`src/rtl/cfgi_pkg.sv`:
```
package cfgi_pkg;

    localparam int OP_W    = 8;
    localparam int RANGE_W = 5;
    localparam logic [RANGE_W-1:0] RANGE_EVERY = 5'd31;

    typedef enum logic [OP_W-1:0] {
        OPC_STREAM       = 8'h03,
        OPC_STREAM_BLOCK = 8'h04,
        OPC_CONTEXT      = 8'h05,
        OPC_STREAM_CTXS  = 8'h06
    } cfgi_op_e;

    typedef enum logic [1:0] {
        INV_STREAM  = 2'd0,
        INV_CONTEXT = 2'd1,
        INV_EVERY   = 2'd2
    } inv_kind_e;

    typedef struct packed {
        logic      known;
        inv_kind_e kind;
    } cfgi_dec_t;

    function automatic logic range_is_every(input logic [RANGE_W-1:0] r);
        return r == RANGE_EVERY;
    endfunction

endpackage

```
`src/rtl/cfgi_decode.sv`:
```
module cfgi_decode
    import cfgi_pkg::*;
#(
    parameter int SID_W = 8
) (
    input  logic [OP_W-1:0]    op,
    input  logic [SID_W-1:0]   sid,
    input  logic [RANGE_W-1:0] rng,
    output cfgi_dec_t          dec,
    output logic [SID_W-1:0]   first_sid,
    output logic [SID_W-1:0]   last_sid
);

    logic [SID_W-1:0] blk_mask;

    // Bit i of the mask is set when i falls inside the low rng+1 bits.
    for (genvar i = 0; i < SID_W; i++) begin : g_mask
        assign blk_mask[i] = (32'(rng) >= i);
    end

    always_comb begin
        dec.known = 1'b1;
        dec.kind  = INV_STREAM;
        first_sid = sid;
        last_sid  = sid;
        case (op)
            OPC_STREAM, OPC_STREAM_CTXS: begin
                dec.kind = INV_STREAM;
            end
            OPC_CONTEXT: begin
                dec.kind = INV_CONTEXT;
            end
            OPC_STREAM_BLOCK: begin
                if (range_is_every(rng)) begin
                    dec.kind  = INV_EVERY;
                    first_sid = '0;
                    last_sid  = '0;
                end else begin
                    dec.kind  = INV_STREAM;
                    first_sid = sid & ~blk_mask;
                    last_sid  = sid | blk_mask;
                end
            end
            default: begin
                dec.known = 1'b0;
            end
        endcase
    end

endmodule

```
`src/rtl/cfgi_seq.sv`:
```
module cfgi_seq
    import cfgi_pkg::*;
#(
    parameter int SID_W  = 8,
    parameter int SSID_W = 8
) (
    input  logic              clk,
    input  logic              rst,
    input  logic              start,
    input  inv_kind_e         start_kind,
    input  logic [SID_W-1:0]  start_first,
    input  logic [SID_W-1:0]  start_last,
    input  logic [SSID_W-1:0] start_ssid,
    input  logic              all_ready,
    output logic              busy,
    output inv_kind_e         kind_q,
    output logic [SID_W-1:0]  cur_sid,
    output logic [SSID_W-1:0] ssid_q
);

    logic [SID_W-1:0] end_sid;
    logic             fire;
    logic             at_end;

    assign fire   = busy && all_ready;
    assign at_end = (cur_sid == end_sid);

    always_ff @(posedge clk) begin
        if (rst) begin
            busy    <= 1'b0;
            kind_q  <= INV_STREAM;
            cur_sid <= '0;
            end_sid <= '0;
            ssid_q  <= '0;
        end else if (start) begin
            busy    <= 1'b1;
            kind_q  <= start_kind;
            cur_sid <= start_first;
            end_sid <= start_last;
            ssid_q  <= (start_kind == INV_CONTEXT) ? start_ssid : '0;
        end else if (fire) begin
            if (at_end) begin
                busy <= 1'b0;
            end else begin
                cur_sid <= cur_sid + 1'b1;
            end
        end
    end

endmodule

```
`src/rtl/cfgi_dispatch.sv`:
```
module cfgi_dispatch
    import cfgi_pkg::*;
#(
    parameter int SID_W     = 8,
    parameter int SSID_W    = 8,
    parameter int NUM_PORTS = 2
) (
    input  logic                 clk,
    input  logic                 rst,
    input  logic                 cmd_valid,
    output logic                 cmd_ready,
    input  logic [7:0]           cmd_op,
    input  logic [SID_W-1:0]     cmd_sid,
    input  logic [SSID_W-1:0]    cmd_ssid,
    input  logic [4:0]           cmd_range,
    output logic                 inv_valid,
    output logic [1:0]           inv_kind,
    output logic [SID_W-1:0]     inv_sid,
    output logic [SSID_W-1:0]    inv_ssid,
    input  logic [2*NUM_PORTS:0] tgt_ready,
    output logic                 cmd_err
);

    localparam int NUM_TGT = 2 * NUM_PORTS + 1;

    cfgi_dec_t        dec;
    logic [SID_W-1:0] first_sid;
    logic [SID_W-1:0] last_sid;
    logic             accept;
    logic             start;
    logic             all_ready;
    logic             busy;
    inv_kind_e        kind_q;

    assign all_ready = (tgt_ready == {NUM_TGT{1'b1}});

    cfgi_decode #(.SID_W(SID_W)) u_dec (
        .op        (cmd_op),
        .sid       (cmd_sid),
        .rng       (cmd_range),
        .dec       (dec),
        .first_sid (first_sid),
        .last_sid  (last_sid)
    );

    assign cmd_ready = !busy;
    assign accept    = cmd_valid && cmd_ready;
    assign start     = accept && dec.known;

    cfgi_seq #(.SID_W(SID_W), .SSID_W(SSID_W)) u_seq (
        .clk         (clk),
        .rst         (rst),
        .start       (start),
        .start_kind  (dec.kind),
        .start_first (first_sid),
        .start_last  (last_sid),
        .start_ssid  (cmd_ssid),
        .all_ready   (all_ready),
        .busy        (busy),
        .kind_q      (kind_q),
        .cur_sid     (inv_sid),
        .ssid_q      (inv_ssid)
    );

    assign inv_valid = busy;
    assign inv_kind  = kind_q;

    always_ff @(posedge clk) begin
        if (rst) begin
            cmd_err <= 1'b0;
        end else begin
            cmd_err <= accept && !dec.known;
        end
    end

endmodule

```
`config.mk`:
```
export PLATFORM = sky130hd
export DESIGN_NAME = cfgi_dispatch
export DESIGN_NICKNAME = d
export VERILOG_FILES = /design/src/rtl/cfgi_pkg.sv /design/src/rtl/cfgi_decode.sv /design/src/rtl/cfgi_seq.sv /design/src/rtl/cfgi_dispatch.sv
export SDC_FILE = /design/constraint.sdc
export NUM_CORES = 1
export LEC_CHECK = 0
export ABC_AREA = 1
export BUFFER_PORTS_ARGS = -buffer_cell sky130_fd_sc_hd__buf_2
export CORE_MARGIN = 2
export CORE_UTILIZATION = 51
export CTS_BUF_LIST = sky130_fd_sc_hd__clkbuf_16
export DETAILED_ROUTE_END_ITERATION = 10
export GPL_TIMING_DRIVEN = 0
export MAX_ROUTING_LAYER = met4
export PLACE_DENSITY = 0.83
export SLEW_MARGIN = 5
export SYNTH_ARGS = -nofsm -noshare
export SYNTH_HDL_FRONTEND = slang
export SYNTH_SLANG_ARGS = --single-unit
export TNS_END_PERCENT = 1
```
`constraint.sdc`:
```
create_clock -name clk -period 1.7 [get_ports clk]
set_input_delay 0.34 -clock clk [delete_from_list [all_inputs] [get_ports clk]]
set_output_delay 0.34 -clock clk [all_outputs]
set_load 0.01 [all_outputs]
```
==> results.sh <==
export IMPL_setup_tns_final_ps=0
export IMPL_crit_path_start_kind="flip-flop"
export IMPL_cpMostUsedCell="buf_6"
export IMPL_core_region_area_um2=3420
export IMPL_share_of_final_layout_standard_cells_stronger_than_drive_strength_1_pct=23.3
export IMPL_power_switching_uw=317
export IMPL_core_rowCount=21
export IMPL_worst_endpoint_required_ps=1880
export IMPL_avgSynthCellArea_um2=5.91
export IMPL_cellLeakagePower_uw=0.00122
export IMPL_setup_worst_path_class="reg -> reg"
export IMPL_met3_wirelength_um=286
export IMPL_synth_seq_area_share_pct=30.4
export IMPL_drc=0
export IMPL_synth_top_flop_cell="dfxtp_1"
export IMPL_antenna_found_initial=0
export IMPL_max_slew_margin_rel_pct=68.3
export IMPL_yosysWarningCount=0
export IMPL_cts_root_buf="clkbuf_16"
export IMPL_cpPeakStageDelay_ps=340
export IMPL_setup_repair_after_global_routing_missed_its_margin="no"
export IMPL_synth_top_area_share_pct=30.4
export IMPL_detail_route_antenna_nets=0
export IMPL_worst_setup_path_end_kind="flip-flop"
export IMPL_drt_initial_drc_count=77
export IMPL_netlist_cell_type_count=26
export IMPL_wl_met2_mm=2.30
export IMPL_hold_class="in -> reg"
export IMPL_p_clk_share_pct=45.9
export IMPL_wl_met1_mm=2.21
export IMPL_htreeDepth=1
export IMPL_post_synth_main_area_contributors="dfxtp_1 (30%), nand2_1 (19%), inv_1 (8.5%)"
export IMPL_fmaxAchievable_ghz=0.646
export IMPL_first_pass_iteration_count_of_the_detailed_router=4
export IMPL_synth_edff_count=0
export IMPL_worstMarginPinSlew_ps=476
export IMPL_globalplace_congestion=0.831
export IMPL_number_of_hold_violations_in_the_final_report=0
export IMPL_initial_core_util_pct=54.0
export IMPL_outcome="completed"
export IMPL_first_global_vias=1846
export IMPL_grt_pass1_wl_mm=8.16
export IMPL_timing_max_transition_violations_final=0
export IMPL_via_count=2122
export IMPL_layout_nets=413
export IMPL_fraction_of_registers_with_async_set_or_reset_after_synthesis_pct=0
export IMPL_clkLatencyLatePin_ps=260
export IMPL_max_clock_path_buffers=2
export IMPL_synth_largest_area_cell="dfxtp_1"
export IMPL_grt_max_degree=17
export IMPL_clock_sink_count=28
export IMPL_crit_slowest_cell="dfxtp_1"
export IMPL_critPathMaxFanout=10
export IMPL_power_per_cell_area_nw_per_um2=653
export IMPL_ys_seq_elements=28
export IMPL_timing_reg2reg_setup_slack_ps=150
export IMPL_comb_power_share_pct=10.0
export IMPL_layout_min_cycle_time_ps=1550
export IMPL_synth_nets=350
export IMPL_cts_buffers_inserted=3
export IMPL_intPower_uw=1190
export IMPL_die_area_um2=4110
export IMPL_final_skew_ps=1.77
export IMPL_fp_dieH_um=64.1
export IMPL_setup_viol_count_final=0
export IMPL_cap_violations=0
export IMPL_syn_instance_count=312
export IMPL_seq_power_share_pct=44.1
export IMPL_crit_chain="inv_1, nand2_1, clkinv_1, nand2_2, buf_6, buf_6, nor2_1, a211oi_2"
export IMPL_dieWidth_um=64.1
export IMPL_drt_total_wl_mm=4.83
export IMPL_grt_usage_pct=25.6
export IMPL_worst_ir_drop_vdd_mv=0.345
export IMPL_ys_top_cells_by_count="nand2_1 (94), inv_1 (42), nor2_1 (39)"
export IMPL_switching_share_pct=21.0
export IMPL_global_route_overflow_total=0
export IMPL_topRoutingLayerUsed="met4"
export IMPL_critical_path_arrival_ps=1730
export IMPL_placed_area_um2=2190
export IMPL_detailed_route_vias_per_instance=5.05
export IMPL_netlist_area_um2=1840
export IMPL_layout_cell_area_non_filler_um2=2310
export IMPL_clk_pin_slew_worst_paths_ps=70
export IMPL_cts_hold_buffers=0
export IMPL_synthMostInstantiatedCell="nand2_1"
export IMPL_min_period_over_period_pct=91.0
export IMPL_port_buffer_count=57
export IMPL_syn2layout_area_growth_pct=25.4
export IMPL_tritoncts="yes"
export IMPL_detailedPlacementHpwl_mm=3.74
export IMPL_antenna_cells=0
export IMPL_ios=58
export IMPL_post_drt_wl_per_cell_um=11.5
[worst max-delay path, delay by kind of cell (launching register included)]
kind,cells,cell delay (ps)
buffers and inverters,4,620
AND/OR/NAND/NOR,3,350
flip-flops,1,340
AO/OA/AOI/OAI,1,150
[through the flow]
stage | cells | power, uW | hold slack (ps) | setup slack [ps] | util, %
after CTS | 418 | 1510 | 296 | 81.9 | 67.0
after global routing | 420 | 1570 | 290 | 14.1 | 67.7
after global placement | 415 | 825 | 463 | -60.2 | 64.0
after detailed placement | 415 | 829 | 475 | -101 | 64.0
after floorplan | 312 | 757 | 413 | 220 | -
final | 420 | 1510 | 294 | 153 | 67.7
[final cells by class]
type / count / area, um^2
Fill cell: 331 / 1100
Inverter: 46 / 173
Multi-Input combinational cell: 230 / 1060
Clock inverter: 1 / 30.0
Buffer: 7 / 47.5
Timing Repair Buffer: 59 / 300
Clock buffer: 3 / 75.1
Sequential cell: 28 / 567
Tap cell: 46 / 57.6
[cells in the final DEF, fill, tap and decap left out, drive strengths merged, types with 2 or more instances in the layout]
master and n:
nor3 5, nand4 2, clkbuf 5, xor2 6
nand2 97, o21ai 26, nand3 26, buf 64
inv 45, a21oi 21, dfxtp 28, nor2 43
[sequential cells by signal, indices dropped and copies added (netlist names)]
register / flops
u_seq.ssid_q: 8
cmd_err: 1
u_seq.end_sid: 8
u_seq.cur_sid: 8
u_seq.kind_q: 2
u_seq.busy: 1
[power groups by stage]
stage,logic (uW),clock network [uW],registers (uW)
after floorplan,74.8,0,682
after global placement,144,0,681
after detailed placement,148,0,681
after CTS,149,692,666
after global routing,169,737,667
final,151,693,666
[cells by family after synthesis]
group | Yosys count | synth area share [%]
AOI/OAI and AO/OA | 49 | 13.8
xor gates and xnor gates | 7 | 3.32
adders and majority gates | 1 | 0.678
buffers and inverters | 54 | 12.1
DFF | 28 | 30.4
and+or+nand+nor | 173 | 39.6
[path summary, 6_finish.rpt]
kind,start,end,depth (start not counted)
hold reg to reg,u_seq.kind_q[0],u_seq.kind_q[0],2
hold / removal,rst,u_seq.end_sid[4],2
setup / recovery,u_seq.busy,u_seq.end_sid[4],8
setup reg to reg,u_seq.busy,u_seq.end_sid[4],8
[routing by layer]
metal  vias up  global-route usage (%)
li1       1098                       -
met1       957                    33.3
met2        62                    43.0
met3         5                    2.29
met4         0                    6.38
met5         -                       -
[timing repair]
item | CTS | global route
gates resized for setup | 0 | 9
setup buffers | 0 | 2
pin swaps | 0 | 1
endpoints found under the setup margin | 5 | 6
(Power assumes the default switching activity.)
